### src/rtl/noise_pkg.sv
package noise_pkg;
  localparam int IDX_W = 4;
  localparam int CNT_W = 12;
  localparam int SR_W  = 15;
  localparam int VOL_W = 4;
  localparam int ENV_W = 5;
  localparam int LEN_W = 5;

  // Timer interval per period index (non-linear table)
  function automatic logic [CNT_W-1:0] period_of(input logic [IDX_W-1:0] i);
    logic [CNT_W-1:0] p;
    case (i)
      4'd0:    p = 12'd4;
      4'd1:    p = 12'd8;
      4'd2:    p = 12'd16;
      4'd3:    p = 12'd32;
      4'd4:    p = 12'd64;
      4'd5:    p = 12'd96;
      4'd6:    p = 12'd128;
      4'd7:    p = 12'd160;
      4'd8:    p = 12'd202;
      4'd9:    p = 12'd254;
      4'd10:   p = 12'd380;
      4'd11:   p = 12'd508;
      4'd12:   p = 12'd762;
      4'd13:   p = 12'd1016;
      4'd14:   p = 12'd2034;
      default: p = 12'd4068;
    endcase
    return p;
  endfunction
endpackage

### src/rtl/noise_regs.sv
module noise_regs
  import noise_pkg::*;
(
  input  logic             clk,
  input  logic             rst_n,
  input  logic             wr_en,
  input  logic [1:0]       wr_addr,
  input  logic [7:0]       wr_data,
  output logic             mode,
  output logic [IDX_W-1:0] period_idx,
  output logic             hold,
  output logic [ENV_W-1:0] env_cfg,
  output logic             env_wr,
  output logic [LEN_W-1:0] len_idx,
  output logic             len_load
);
  localparam logic [1:0] A_ENV   = 2'd0;
  localparam logic [1:0] A_SHAPE = 2'd2;
  localparam logic [1:0] A_LEN   = 2'd3;

  logic             mode_d, hold_d, env_wr_d, len_load_d;
  logic [IDX_W-1:0] idx_d;
  logic [ENV_W-1:0] env_d;
  logic [LEN_W-1:0] len_d;
  logic             sel_env, sel_shape, sel_len;

  always_comb begin
    sel_env    = wr_en && (wr_addr == A_ENV);
    sel_shape  = wr_en && (wr_addr == A_SHAPE);
    sel_len    = wr_en && (wr_addr == A_LEN);
    mode_d     = sel_shape ? wr_data[7]         : mode;
    idx_d      = sel_shape ? wr_data[IDX_W-1:0] : period_idx;
    hold_d     = sel_env   ? wr_data[5]         : hold;
    env_d      = sel_env   ? wr_data[ENV_W-1:0] : env_cfg;
    len_d      = sel_len   ? wr_data[7:8-LEN_W] : len_idx;
    env_wr_d   = sel_env;
    len_load_d = sel_len;
  end

  always_ff @(posedge clk or negedge rst_n) begin
    if (!rst_n) begin
      mode       <= 1'b0;
      period_idx <= '0;
      hold       <= 1'b0;
      env_cfg    <= '0;
      env_wr     <= 1'b0;
      len_idx    <= '0;
      len_load   <= 1'b0;
    end else begin
      mode       <= mode_d;
      period_idx <= idx_d;
      hold       <= hold_d;
      env_cfg    <= env_d;
      env_wr     <= env_wr_d;
      len_idx    <= len_d;
      len_load   <= len_load_d;
    end
  end

  assert_env_strobe_R9: assert property (@(posedge clk) disable iff (!rst_n)
    env_wr |-> $past(wr_en && wr_addr == A_ENV));
  assert_len_strobe_R10: assert property (@(posedge clk) disable iff (!rst_n)
    len_load |-> $past(wr_en && wr_addr == A_LEN));
endmodule

### src/rtl/noise_timer.sv
module noise_timer
  import noise_pkg::*;
(
  input  logic             clk,
  input  logic             rst_n,
  input  logic [IDX_W-1:0] period_idx,
  output logic             tick
);
  logic [CNT_W-1:0] cnt_q, cnt_d, reload_val;

  always_comb begin
    reload_val = period_of(period_idx) - CNT_W'(1);
    tick       = (cnt_q == '0);
    cnt_d      = tick ? reload_val : cnt_q - CNT_W'(1);
  end

  always_ff @(posedge clk or negedge rst_n) begin
    if (!rst_n) cnt_q <= period_of('0) - CNT_W'(1);
    else        cnt_q <= cnt_d;
  end

  // reload only samples the index on a tick
  assert_reload_R3: assert property (@(posedge clk) disable iff (!rst_n)
    tick |=> cnt_q == $past(period_of(period_idx)) - CNT_W'(1));
  assert_countdown_R2: assert property (@(posedge clk) disable iff (!rst_n)
    !tick |=> cnt_q == $past(cnt_q) - CNT_W'(1));
endmodule

### src/rtl/noise_lfsr.sv
module noise_lfsr
  import noise_pkg::*;
#(
  parameter int LONG_TAP  = 1,
  parameter int SHORT_TAP = 6
) (
  input  logic            clk,
  input  logic            rst_n,
  input  logic            step,
  input  logic            mode,
  output logic [SR_W-1:0] state
);
  logic [SR_W-1:0] state_d;
  logic            fb;

  always_comb begin
    fb      = state[0] ^ (mode ? state[SHORT_TAP] : state[LONG_TAP]);
    state_d = step ? {fb, state[SR_W-1:1]} : state;
  end

  always_ff @(posedge clk or negedge rst_n) begin
    if (!rst_n) state <= SR_W'(1);
    else        state <= state_d;
  end

  assert_nonzero_R4: assert property (@(posedge clk) disable iff (!rst_n)
    state != '0);
  assert_shift_R4: assert property (@(posedge clk) disable iff (!rst_n)
    step |=> state[SR_W-2:0] == $past(state[SR_W-1:1]));
  assert_hold_R6: assert property (@(posedge clk) disable iff (!rst_n)
    !step |=> $stable(state));
endmodule

### src/rtl/noise_channel.sv
module noise_channel
  import noise_pkg::*;
(
  input  logic             clk,
  input  logic             rst_n,
  input  logic             wr_en,
  input  logic [1:0]       wr_addr,
  input  logic [7:0]       wr_data,
  input  logic [VOL_W-1:0] volume_i,
  input  logic             len_zero_i,
  output logic [VOL_W-1:0] sample_o,
  output logic             step_o,
  output logic             hold_o,
  output logic [ENV_W-1:0] env_cfg_o,
  output logic             env_wr_o,
  output logic [LEN_W-1:0] len_idx_o,
  output logic             len_load_o
);
  logic [1:0]       rst_sync_q;
  logic             rst_int_n;
  logic             mode;
  logic [IDX_W-1:0] period_idx;
  logic             tick;
  logic [SR_W-1:0]  sr;

  // asynchronous assert, synchronous release
  always_ff @(posedge clk or negedge rst_n) begin
    if (!rst_n) rst_sync_q <= 2'b00;
    else        rst_sync_q <= {rst_sync_q[0], 1'b1};
  end
  assign rst_int_n = rst_sync_q[1];

  noise_regs u_regs (
    .clk(clk), .rst_n(rst_int_n), .wr_en(wr_en), .wr_addr(wr_addr),
    .wr_data(wr_data), .mode(mode), .period_idx(period_idx),
    .hold(hold_o), .env_cfg(env_cfg_o), .env_wr(env_wr_o),
    .len_idx(len_idx_o), .len_load(len_load_o)
  );

  noise_timer u_timer (
    .clk(clk), .rst_n(rst_int_n), .period_idx(period_idx), .tick(tick)
  );

  noise_lfsr #(.LONG_TAP(1), .SHORT_TAP(6)) u_lfsr (
    .clk(clk), .rst_n(rst_int_n), .step(tick), .mode(mode), .state(sr)
  );

  always_comb begin
    step_o   = tick;
    sample_o = (sr[0] || len_zero_i) ? '0 : volume_i;
  end

  always_comb begin
    if (rst_int_n && len_zero_i)
      assert_gate_len_R7: assert (sample_o == '0);
  end
  assert_gate_bit_R7: assert property (@(posedge clk) disable iff (!rst_int_n)
    (sample_o != '0) |-> (sample_o == volume_i));
endmodule

### config.mk
export PLATFORM = sky130hd
export DESIGN_NAME = noise_channel
export DESIGN_NICKNAME = d
export VERILOG_FILES = /design/src/rtl/noise_pkg.sv /design/src/rtl/noise_regs.sv /design/src/rtl/noise_timer.sv /design/src/rtl/noise_lfsr.sv /design/src/rtl/noise_channel.sv
export SDC_FILE = /design/constraint.sdc
export NUM_CORES = 1
export LEC_CHECK = 0
export BUFFER_PORTS_ARGS = -buffer_cell sky130_fd_sc_hd__buf_2
export CAP_MARGIN = 20
export CELL_PAD_IN_SITES_DETAIL_PLACEMENT = 2
export CELL_PAD_IN_SITES_GLOBAL_PLACEMENT = 2
export CORE_ASPECT_RATIO = 0.75
export CORE_MARGIN = 1
export CORE_UTILIZATION = 39
export DETAILED_ROUTE_END_ITERATION = 16
export PLACE_DENSITY_LB_ADDON = 0.25
export SLEW_MARGIN = 20
export SYNTH_ARGS = -nofsm -noshare
export SYNTH_HDL_FRONTEND = slang
export SYNTH_SLANG_ARGS = --single-unit
### constraint.sdc
create_clock -name clk -period 3.9 [get_ports clk]
set_input_delay 0.195 -clock clk [delete_from_list [all_inputs] [get_ports clk]]
set_output_delay 0.195 -clock clk [all_outputs]
set_load 0.03 [all_outputs]
; Word level (Yosys, flattened, before mapping)
; Memory sizes are Yosys's and may differ from the RTL's.
; Index checks and enable logic that the tools add are counted.
[classes]
bitwise = 1
n_mux = 3
n_reduce_logical = 6
n_addsub = 2
n_eq_ne = 2
[op_table]
columns = op, n
row1 = $sub A12 B1 Y12 const B, 2
row2 = $logic_not A12 Y1, 1
row3 = $mux W12, 1
row4 = $eq A2 B2 Y1 const B, 2
row5 = $mux W4, 1
row6 = $logic_and A1 B1 Y1, 3
row7 = $logic_not A2 Y1, 1
row8 = $logic_or A1 B1 Y1, 1
row9 = $mux W1, 1
row10 = $xor A1 B1 Y1, 1
[word_totals]
mem_count = 1
mem_bits_ro = 176
output_inout_bits = 18
register_bits = 47
[memory_table]
columns = memory, depth, word_bits, rd, rd_clocked_by_memory_dff, write_ports, line
row1 = (no name shown), 16, 11, 1, 0, 0, noise_pkg.sv:12  ; case (i)

; Logic depth before layout (Yosys ltp)
; Gate-level depths: netlist of run 1.
; An unclocked memory read counts as a cell.
[logic_depth]
depth_word = 3
depth_mapped = 9
ltp_nobuf = 8

; Hierarchy
; From an unflattened synthesis of run 1, not the netlist that was laid out.
[hier_totals]
cells_unflattened = 177
area_unflattened_um2 = 2247.2
[modules_own_cells]
columns = mod, seq_area_each_um2, n_inst, cells_each, area_each_um2
row1 = noise_timer, 302.8, 1, 98, 913.4
row2 = noise_regs, 450.4, 1, 38, 665.6
row3 = noise_lfsr, 376.6, 1, 34, 584.3
row4 = noise_channel, 50.0, 1, 7, 83.8

; Least setup slack after synthesis of run 1
; No wires, ideal clock.
[synth_timing]
path_type = reg-to-reg
start = register u_timer.cnt_q[0]
end = register u_lfsr.state[13]
synth_period_minus_slack_ns = 2.310
setup_time_ns = 0.125
path_buffers = 1
path_stages_with_launch = 8
required_time_ns = 3.775
slack_ns = 1.590
arrival_ns = 2.186
path_cell_list = dfstp_2 > inv_1 > ha_1 > or4b_1 > or4_4 > inv_2 > buf_6 > mux2_2
[synth_between]
elab_chain_len = 1
[synth_rtl]
columns = item, line
row1 = "start, declared", noise_timer.sv:9  ; logic [CNT_W-1:0] cnt_q, cnt_d, reload_val;
row2 = "start signal, assigned", noise_timer.sv:18  ; if (!rst_n) cnt_q <= period_of('0) - CNT_W'(1);
row3 = "start signal, assigned", noise_timer.sv:19  ; else cnt_q <= cnt_d;
row4 = $logic_not A12 Y1, noise_timer.sv:13  ; tick = (cnt_q == '0);
row5 = via step_o, noise_channel.sv:12  ; output logic step_o,
row6 = "end signal, assigned", noise_lfsr.sv:23  ; else state <= state_d;
row7 = "end, declared", noise_lfsr.sv:11  ; output logic [SR_W-1:0] state
; The timed path passes the listed nets, and every way through them passes these cells.
; A chain may end at the register's enable or synchronous reset.

; Worst setup path after layout of run 1
[layout_timing]
start = register u_timer.cnt_q[0]
end = output step_o
[layout_between]
elab_chain_len = 1
[layout_rtl]
columns = item, line
row1 = $logic_not A12 Y1, noise_timer.sv:13
row2 = "end, declared", noise_channel.sv:12
; No other way between the ends.

==> results.cfg, run 1 <==
[yosys]
ys_types = 46
ys_ff_latch = 47
synth-main-ff-cell = dfrtp_1
syn_nets = 205
syn_avg_cell_area_um2 = 11.9
yosysWarnings = 0
synth_edf_count = 0
async_flop_share_pct = 100
seq_area_frac_synth_pct = 53.7
syn_inst = 185
synth_area_um2 = 2200

[floorplanning]
io_pins = 36
die_width_um = 88.6
start_util_pct = 40.8
rows = 23
die_y_um = 67.0
core-area_um2 = 5380
die_area_um2 = 5940

[job]
maxCapViolations = 0

[status]
outcome = completed

[setup_path]
rr_startpoint = u_timer.cnt_q[0]$_DFF_PN1_
worstRegToRegCells = 6
cp-start-kind = register
crit_required_ps = 3700
crit_fanout = 21
critPathMaxStageDelay_ps = 620
reg2reg_slack_ps = 1220
worst_setup_path_end_kind = primary output
critPathTopFamily = simple AND/OR/NAND/NOR gates
critPathKind = register to primary output
crit_slowest_cell = or4_4
rr_endpoint = u_lfsr.state[14]$_DFFE_PN0P_
crit_start = u_timer.cnt_q[0]$_DFF_PN1_
path_cells = inv_1, ha_1, or4b_1, or4_4, inv_2, buf_2
arrival_ps = 2740
worst-path-buf-inv = 3

[route]
first_iter_violations = 83
drt_pass1_iterations = 4
ant_nets = 0
vias = 1561
drc = 0
wl_met3_um = 160
routed_wl_um = 5450
wire_per_inst_um = 18.4
top_layer_used = met4
vias_per_cell = 5.27
drt-met1-wl_um = 2580
wl_met2_um = 2610

[grt]
grt_pass1_vias = 1673
grt_max_degree = 46
globalRouteOverflowTotal = 0
grt_pass1_wl_um = 8600
grt_usage_pct = 20.3
antenna_found_initial = 0

[placement]
gp_congestion = 0.800
io_buffer_count = 35
post-dp-hpwl_um = 4020

[sta]
worst_slew_pin_slew_ps = 980
finalHoldViolCount = 0
max_clock_freq_mhz = 341
skew_ps = 6.27
slew_viol_final = 0
fin_crit_ps = 2930
min_period_over_period_pct = 75.3
setup_viol = 0
rsz0062_at_grt = no
max_slew_margin_pct = 34.7
finalHoldWorstSlack_ps = 133
tns_ps = 0

[cts]
cts_resized = 0
post-cts-setup-buffer-count = 0
root_buffer = clkbuf_8
cts_inserted_buffers = 5
clk_latency_ps = 300
postCtsHoldBufs = 1
h-tree-depth = 2
clk_pin_slew_ps = 80
cts_tree = built
clockBufferDepth = 2
clock-sinks = 47

[worst_hold_path]
holdPathEnd = u_regs.len_idx[3]$_DFFE_PN0P_
min_from = wr_data[6]
worstHoldPathCells = 2
hold_path_class = input pin to register

[pwr]
ir_drop_mv = 0.169
leakagePower_nw = 1.17
powerDensity_nw_per_um2 = 504

[layout]
final_layout_size_suffix_gt1_share_pct = 36.2
fin_nets = 240
n_antenna_cell = 0
nFillCells = 560
area_delta_synth_final_pct = 15.4
==> logic make-up (layout without fill, tap and decap cells) <==
logic type	count (synthesis)	count (layout)	synth area share, %
and+or+nand+nor	47	47	11.8
muxes	32	32	16.4
xor gates and xnor gates	9	9	3.59
DFF	47	47	53.7
adders and majority gates	4	4	2.05
AOI/OAI and AO/OA	30	30	8.83
buffers and inverters	15	51	3.42
other	1	1	0.171
==> metrics by stage <==
step | instances | total power [mW] | instance area, um2 | util [%] | worst slack, ps
after floorplan | 185 | 0.830 | 2200 | - | 1590
after global placement | 287 | 0.908 | 2420 | 44.9 | 1390
after detailed placement | 287 | 0.934 | 2420 | 44.9 | 1290
after CTS | 296 | 1.29 | 2530 | 47.1 | 971
after global routing | 296 | 1.34 | 2530 | 47.1 | 840
final | 296 | 1.28 | 2530 | 47.1 | 965
==> power breakdown <==
part / total, mW / leakage, nW / internal [mW] / switching, mW
Combinational: 0.269 / 0.537 / 0.118 / 0.151
Clock: 0.350 / 0.0524 / 0.192 / 0.158
Sequential: 0.658 / 0.577 / 0.550 / 0.108
==> cells in the mapped netlist, types with 2 or more instances <==
| cell | n | area [um2] |
|---|---|---|
| nor4_1 | 3 | 18.8 |
| mux2i_1 | 3 | 30.0 |
| inv_1 | 6 | 22.5 |
| o21ai_0 | 9 | 45.0 |
| and4_1 | 2 | 17.5 |
| mux2_2 | 28 | 315 |
| maj3_1 | 2 | 20.0 |
| or4_1 | 2 | 15.0 |
| and2_1 | 4 | 25.0 |
| nand2_1 | 14 | 52.6 |
| and3_1 | 2 | 12.5 |
| buf_6 | 2 | 22.5 |
| nor2_1 | 6 | 22.5 |
| dfstp_2 | 3 | 78.8 |
| a31oi_1 | 3 | 18.8 |
| clkbuf_1 | 4 | 15.0 |
| ha_1 | 2 | 25.0 |
| a21oi_1 | 7 | 35.0 |
| nor3_1 | 4 | 20.0 |
| o21bai_1 | 2 | 15.0 |
| nor2b_1 | 2 | 12.5 |
| dfrtp_1 | 44 | 1100 |
| xor2_1 | 3 | 26.3 |
| xnor2_1 | 6 | 52.6 |
==> how the worst max path moves through the flow <==
stage,endpoint,depth (start not counted),slack (ps)
3_5_place_dp,u_lfsr.state[14]$_DFFE_PN0P_,6,1290
3_3_place_gp,u_lfsr.state[14]$_DFFE_PN0P_,6,1390
4_1_cts,step_o,6,970
2_1_floorplan,u_lfsr.state[13]$_DFFE_PN0P_,7,1590
6_report,step_o,6,970
5_1_grt,step_o,6,840
==> flip-flops by register name (all words and copies together) (netlist names), 2 cells and up <==
signal,count
u_lfsr.state,15
u_timer.cnt_q,12
u_regs.env_cfg,5
u_regs.len_idx,5
u_regs.period_idx,4
rst_sync_q,2
==> routing by layer <==
metal	track usage, %	up-vias
met2	33.2	26
met5	0	-
met4	7.06	0
met3	4.83	8
met1	26.3	797
li1	-	730
==> cells in the final DEF (no fill, tap or decap), drive strengths merged, types with 3 or more instances in the layout <==
cell    synthesis  routed
or4             3       3
xnor2           6       6
nor4            3       3
xor2            3       3
dfstp           3       3
inv             7       7
nand2          14      14
a21oi           7       7
dfrtp          44      44
clkbuf          4       7
buf             4      35
nor2            6       6
a31oi           3       3
mux2           29      29
o21ai          10      10
and2            4       4
nor3            4       4
mux2i           3       3
==> final cells by class <==
| class | instances | area [um2] | share of cell area, % |
|---|---|---|---|
| clock buffer | 7 | 76.3 | 3.01 |
| clock inverter | 1 | 30.0 | 1.19 |
| tap | 75 | 93.8 | 3.70 |
| sequential | 47 | 1180 | 46.6 |
| timing repair buffer | 36 | 185 | 7.31 |
| inverter | 7 | 26.3 | 1.04 |
| multi-input combinational | 123 | 941 | 37.1 |
==> worst register-to-register path, stage by stage, from the launching register on <==
cell,delay (ps)
dfstp_2,390
inv_1,110
ha_1,240
or4b_1,560
or4_4,620
inv_2,270
mux2_2,380
Power figures use the tool's default switching activity.
==> inputs of run 2 (changes only) <==
--- a/config.mk
+++ b/config.mk
@@ -11,7 +11,7 @@
 export CELL_PAD_IN_SITES_GLOBAL_PLACEMENT = 2
 export CORE_ASPECT_RATIO = 0.75
 export CORE_MARGIN = 1
-export CORE_UTILIZATION = 39
+export CORE_UTILIZATION = 37
 export DETAILED_ROUTE_END_ITERATION = 16
 export PLACE_DENSITY_LB_ADDON = 0.25
 export SLEW_MARGIN = 20
==> constraint.sdc (replaced) <==
create_clock -name clk -period 2.8 [get_ports clk]
set_input_delay 0.14 -clock clk [delete_from_list [all_inputs] [get_ports clk]]
set_output_delay 0.14 -clock clk [all_outputs]
set_load 0.03 [all_outputs]
==> results.cfg, run 2 (same netlist as run 1, synthesis figures left out) <==
[grt]
grt_pass1_vias = 1727
gr-usage-met1_pct = 23.8
grt_usage_pct = 19.6
use_met3_pct = 4.17
grtUsageMet2_pct = 35.1
grt_max_degree = 46
globalRouteOverflowTotal = 0
grt_pass1_wl_um = 8950
antenna_found_initial = 0
top_usage_layer = met2

[setup_path]
rr_startpoint = u_regs.period_idx[2]$_DFFE_PN0P_
cp-start-kind = register
path_cells = inv_1, ha_1, or4b_4, or4_4, clkinv_2, buf_2
critPathTopFamily = simple AND/OR/NAND/NOR gates
critPathKind = register to primary output
crit_fanout = 12
crit_slowest_cell = or4b_4
worstRegToRegCells = 8
cp.depth = 6
reg2reg_slack_ps = 240
worst-path-buf-inv = 3
worst_setup_path_end_kind = primary output
arrival_ps = 2510
crit_required_ps = 2660
rr_endpoint = u_timer.cnt_q[5]$_DFF_PN0_
critPathMaxStageDelay_ps = 530

[sta]
tns_ps = 0
skew_ps = 8.34
setup_viol = 0
finalHoldViolCount = 0
finalHoldWorstSlack_ps = 71.1
max_clock_freq_mhz = 377
rsz0062_at_grt = no
slew_viol_final = 0
max_slew_margin_pct = 34.4
fin_crit_ps = 2650
worst_slew_pin_slew_ps = 984
min_period_over_period_pct = 94.6

[layout]
layout_commonest_cell = dfrtp_1
nFillCells = 585
final_cell_mix = dfrtp_1 (43), buf_2 (35), mux2_2 (28)
fin_nets = 241
finalInstanceArea_um2 = 2570
top_register = u_lfsr.state
fin_util_pct = 46.4
largest_reg_flops = 15
area_delta_synth_final_pct = 16.9
n_antenna_cell = 0
largestRegisters = u_lfsr.state (15), u_timer.cnt_q (12)
final_layout_size_suffix_gt1_share_pct = 38.3

[placement]
gp_congestion = 0.765
dpl_cell_area_um2 = 2420
post-dp-hpwl_um = 4070
io_buffer_count = 35

[cts]
root_buffer = clkbuf_8
post-cts-setup-buffer-count = 0
clockBufferDepth = 2
clk_latency_ps = 310
h-tree-depth = 2
cts_tree = built
clock-sinks = 47
clk_pin_slew_ps = 90
cts_inserted_buffers = 5

[floorplanning]
die_y_um = 68.7
core-area_um2 = 5530
die_width_um = 91.0
io_pins = 36
rows = 23
die_area_um2 = 6250
start_util_pct = 39.7

[worst_hold_path]
holdPathEnd = u_regs.len_idx[3]$_DFFE_PN0P_
hold_path_class = input pin to register
min_from = wr_data[6]
worstHoldPathCells = 2

[status]
outcome = completed

[pwr]
leakagePower_nw = 1.18
ir_drop_mv = 0.330
powerDensity_nw_per_um2 = 716

[route]
drc = 0
wire_per_inst_um = 19.2
first_iter_violations = 29
drt_pass1_iterations = 4
routed_wl_um = 5710
ant_nets = 0
vias = 1592
vias_per_cell = 5.36

[job]
maxCapViolations = 0
[run 2: area by class of cell]
cell class	count	area, um2	area share [%]
inverter	7	27.5	1.07
clock buffer	6	82.6	3.22
timing repair buffer	37	193	7.51
clock inverter	2	38.8	1.51
sequential	47	1180	46.0
tap	75	93.8	3.66
multi-input combinational	123	950	37.0
[run 2: worst max path at each step]
stage                                from                           end  slack [ps]
6_report       u_timer.cnt_q[0]$_DFF_PN1_                        step_o         150
5_1_grt        u_timer.cnt_q[0]$_DFF_PN1_                        step_o          40
4_1_cts        u_timer.cnt_q[0]$_DFF_PN1_                        step_o          30
3_5_place_dp   u_timer.cnt_q[0]$_DFF_PN1_  u_lfsr.state[14]$_DFFE_PN0P_         270
3_3_place_gp   u_timer.cnt_q[0]$_DFF_PN1_  u_lfsr.state[13]$_DFFE_PN0P_         400
2_1_floorplan  u_timer.cnt_q[0]$_DFF_PN1_  u_lfsr.state[13]$_DFFE_PN0P_         490
[run 2: power breakdown]
part           switching, mW  total, mW  internal [mW]
clock network          0.238      0.532          0.294
logic                  0.219      0.386          0.166
registers              0.155      0.920          0.766
[run 2: layer usage]
layer	routed length (um)	up-vias	share of wire, %
met5	0	-	0
met4	82	0	1.4
met3	192	8	3.4
met2	2920	31	51
met1	2520	823	44
li1	-	730	-
[run 2: per-stage QoR]
| stage | setup WS, ps | std cells | power (mW) |
|---|---|---|---|
| 2_1_floorplan | 490 | 185 | 1.16 |
| 3_3_place_gp | 399 | 288 | 1.27 |
| 3_5_place_dp | 274 | 288 | 1.30 |
| 4_1_cts | 31.0 | 297 | 1.85 |
| 5_1_grt | 41.6 | 297 | 1.92 |
| 6_report | 151 | 297 | 1.84 |
[run 2: timing repair]
item / CTS / global route
gates resized for setup: 0 / 2
hold buffers: 1 / 0
endpoints found under the hold margin: 2 / 0
setup endpoints to repair: 0 / 1
==> inputs of run 3 (changes only) <==
--- a/config.mk
+++ b/config.mk
@@ -11,7 +11,7 @@
 export CELL_PAD_IN_SITES_GLOBAL_PLACEMENT = 2
 export CORE_ASPECT_RATIO = 0.75
 export CORE_MARGIN = 1
-export CORE_UTILIZATION = 37
+export CORE_UTILIZATION = 39
 export DETAILED_ROUTE_END_ITERATION = 16
 export PLACE_DENSITY_LB_ADDON = 0.25
 export SLEW_MARGIN = 20
==> constraint.sdc (replaced) <==
create_clock -name clk -period 3.4 [get_ports clk]
set_input_delay 0.17 -clock clk [delete_from_list [all_inputs] [get_ports clk]]
set_output_delay 0.17 -clock clk [all_outputs]
set_load 0.03 [all_outputs]
==> results.cfg, run 3 (same netlist as run 1, synthesis figures left out) <==
[status]
outcome = completed

[sta]
min_period_over_period_pct = 83.9
rsz0062_at_grt = no
setup_viol = 0
slew_viol_final = 0
max_clock_freq_mhz = 351
fin_crit_ps = 2850
finalHoldViolCount = 0
max_slew_margin_pct = 33.2
worst_slew_pin_slew_ps = 1000
skew_ps = 6.88
tns_ps = 0

[grt]
grt_pass1_wl_um = 8650
globalRouteOverflowTotal = 0
grt_pass1_vias = 1706
antenna_found_initial = 0
grt_usage_pct = 20.3
grt_max_degree = 46

[layout]
largestRegisters = u_lfsr.state (15), u_timer.cnt_q (12)
top_register = u_lfsr.state
final_layout_size_suffix_gt1_share_pct = 37.1
final_cell_mix = dfrtp_1 (43), buf_2 (35), mux2_2 (28)
layout_commonest_cell = dfrtp_1
area_delta_synth_final_pct = 15.9
finalInstanceArea_um2 = 2540
n_antenna_cell = 0
fin_nets = 240
largest_reg_flops = 15

[route]
drc = 0
first_iter_violations = 53
ant_nets = 0
vias = 1544
drt_pass1_iterations = 4
vias_per_cell = 5.22
wire_per_inst_um = 18.3
routed_wl_um = 5430

[floorplanning]
io_pins = 36
core-area_um2 = 5380
die_area_um2 = 5940
rows = 23
start_util_pct = 40.8
die_y_um = 67.0
die_width_um = 88.6

[cts]
cts_inserted_buffers = 5
clock-sinks = 47
root_buffer = clkbuf_8
clk_pin_slew_ps = 80
cts_tree = built
clockBufferDepth = 2
cts_resized = 0
clk_latency_ps = 300
h-tree-depth = 2

[setup_path]
worst_setup_path_end_kind = primary output
arrival_ps = 2680
crit_start = u_timer.cnt_q[0]$_DFF_PN1_
cp-start-kind = register
crit_fanout = 21
critPathKind = register to primary output
rr_startpoint = u_timer.cnt_q[0]$_DFF_PN1_
crit_required_ps = 3230
reg2reg_slack_ps = 770

[placement]
io_buffer_count = 35
post-dp-hpwl_um = 4160
dpl_cell_area_um2 = 2420
gp_congestion = 0.818

[pwr]
seqPwrFrac_pct = 51.0
pwr-share-clk_pct = 28.2
p_int_mw = 1.00
switching_share_pct = 32.0
powerDensity_nw_per_um2 = 580
leakagePower_nw = 1.18
pwr-share-comb_pct = 20.8
switchingPower_uw = 472
ir_drop_mv = 0.232

[worst_hold_path]
hold_path_class = input pin to register
min_from = wr_data[6]

[job]
maxCapViolations = 0
[run 3: cell count changes in the layout (fill, tap and decap cells not counted), sizes merged]
cell | previous run | this run
buf | 36 | 35
[run 3: final timing paths]
path,to,cells after the start
worst min-delay path,u_regs.len_idx[3]$_DFFE_PN0P_,2
min in group asynchronous,rst_sync_q[1]$_DFF_PN0_,2
worst min register to register,rst_sync_q[1]$_DFF_PN0_,0
max in group asynchronous,u_timer.cnt_q[9]$_DFF_PN0_,0
worst max register to register,u_lfsr.state[13]$_DFFE_PN0P_,6
worst max-delay path,step_o,6
[run 3: worst max-delay path: stages (launching register included)]
cell	delay, ps
dfstp_2	390
inv_1	100
ha_1	220
or4b_1	570
or4_4	620
inv_2	240
buf_2	240
[run 3: metrics by stage]
stage | power [mW] | hold slack, ps | utilization (%) | worst slack [ps] | instances
6_report | 1.48 | 112 | 47.3 | 549 | 296
5_1_grt | 1.56 | 117 | 47.3 | 389 | 296
4_1_cts | 1.50 | 105 | 47.3 | 511 | 296
3_5_place_dp | 1.07 | -37.2 | 44.9 | 767 | 287
3_3_place_gp | 1.04 | -42.8 | 44.9 | 895 | 287
2_1_floorplan | 0.952 | -126 | - | 1090 | 185
[run 3: power by group through the flow]
stage               Combinational [mW]  Sequential [mW]  Clock (mW)
floorplan                        0.194            0.759           0
global placement                 0.293            0.750           0
detailed placement               0.310            0.760           0
CTS                              0.312            0.753       0.436
global route                     0.336            0.769       0.453
finish                           0.307            0.754       0.416
[run 3: what timing repair did]
| item | in CTS | in global routing |
|---|---|---|
| hold buffers | 1 | 0 |
| setup buffers | 0 | 0 |
| endpoints found under the hold margin | 2 | 0 |
[run 3: layout make-up]
| class | count | area, um2 |
|---|---|---|
| Sequential cell | 47 | 1180 |
| Clock inverter | 2 | 35.0 |
| Multi-Input combinational cell | 123 | 941 |
| Tap cell | 75 | 93.8 |
| Clock buffer | 6 | 82.6 |
| Timing Repair Buffer | 36 | 185 |
| Fill cell | 566 | 2840 |
| Inverter | 7 | 26.3 |
[run 3: metal layers]
layer | wire (um) | GRT usage [%] | vias up
li1 | - | - | 728
met1 | 2550 | 27.0 | 786
met2 | 2640 | 32.8 | 23
met3 | 162 | 4.09 | 7
met4 | 77 | 7.26 | 0
met5 | 0 | 0 | -
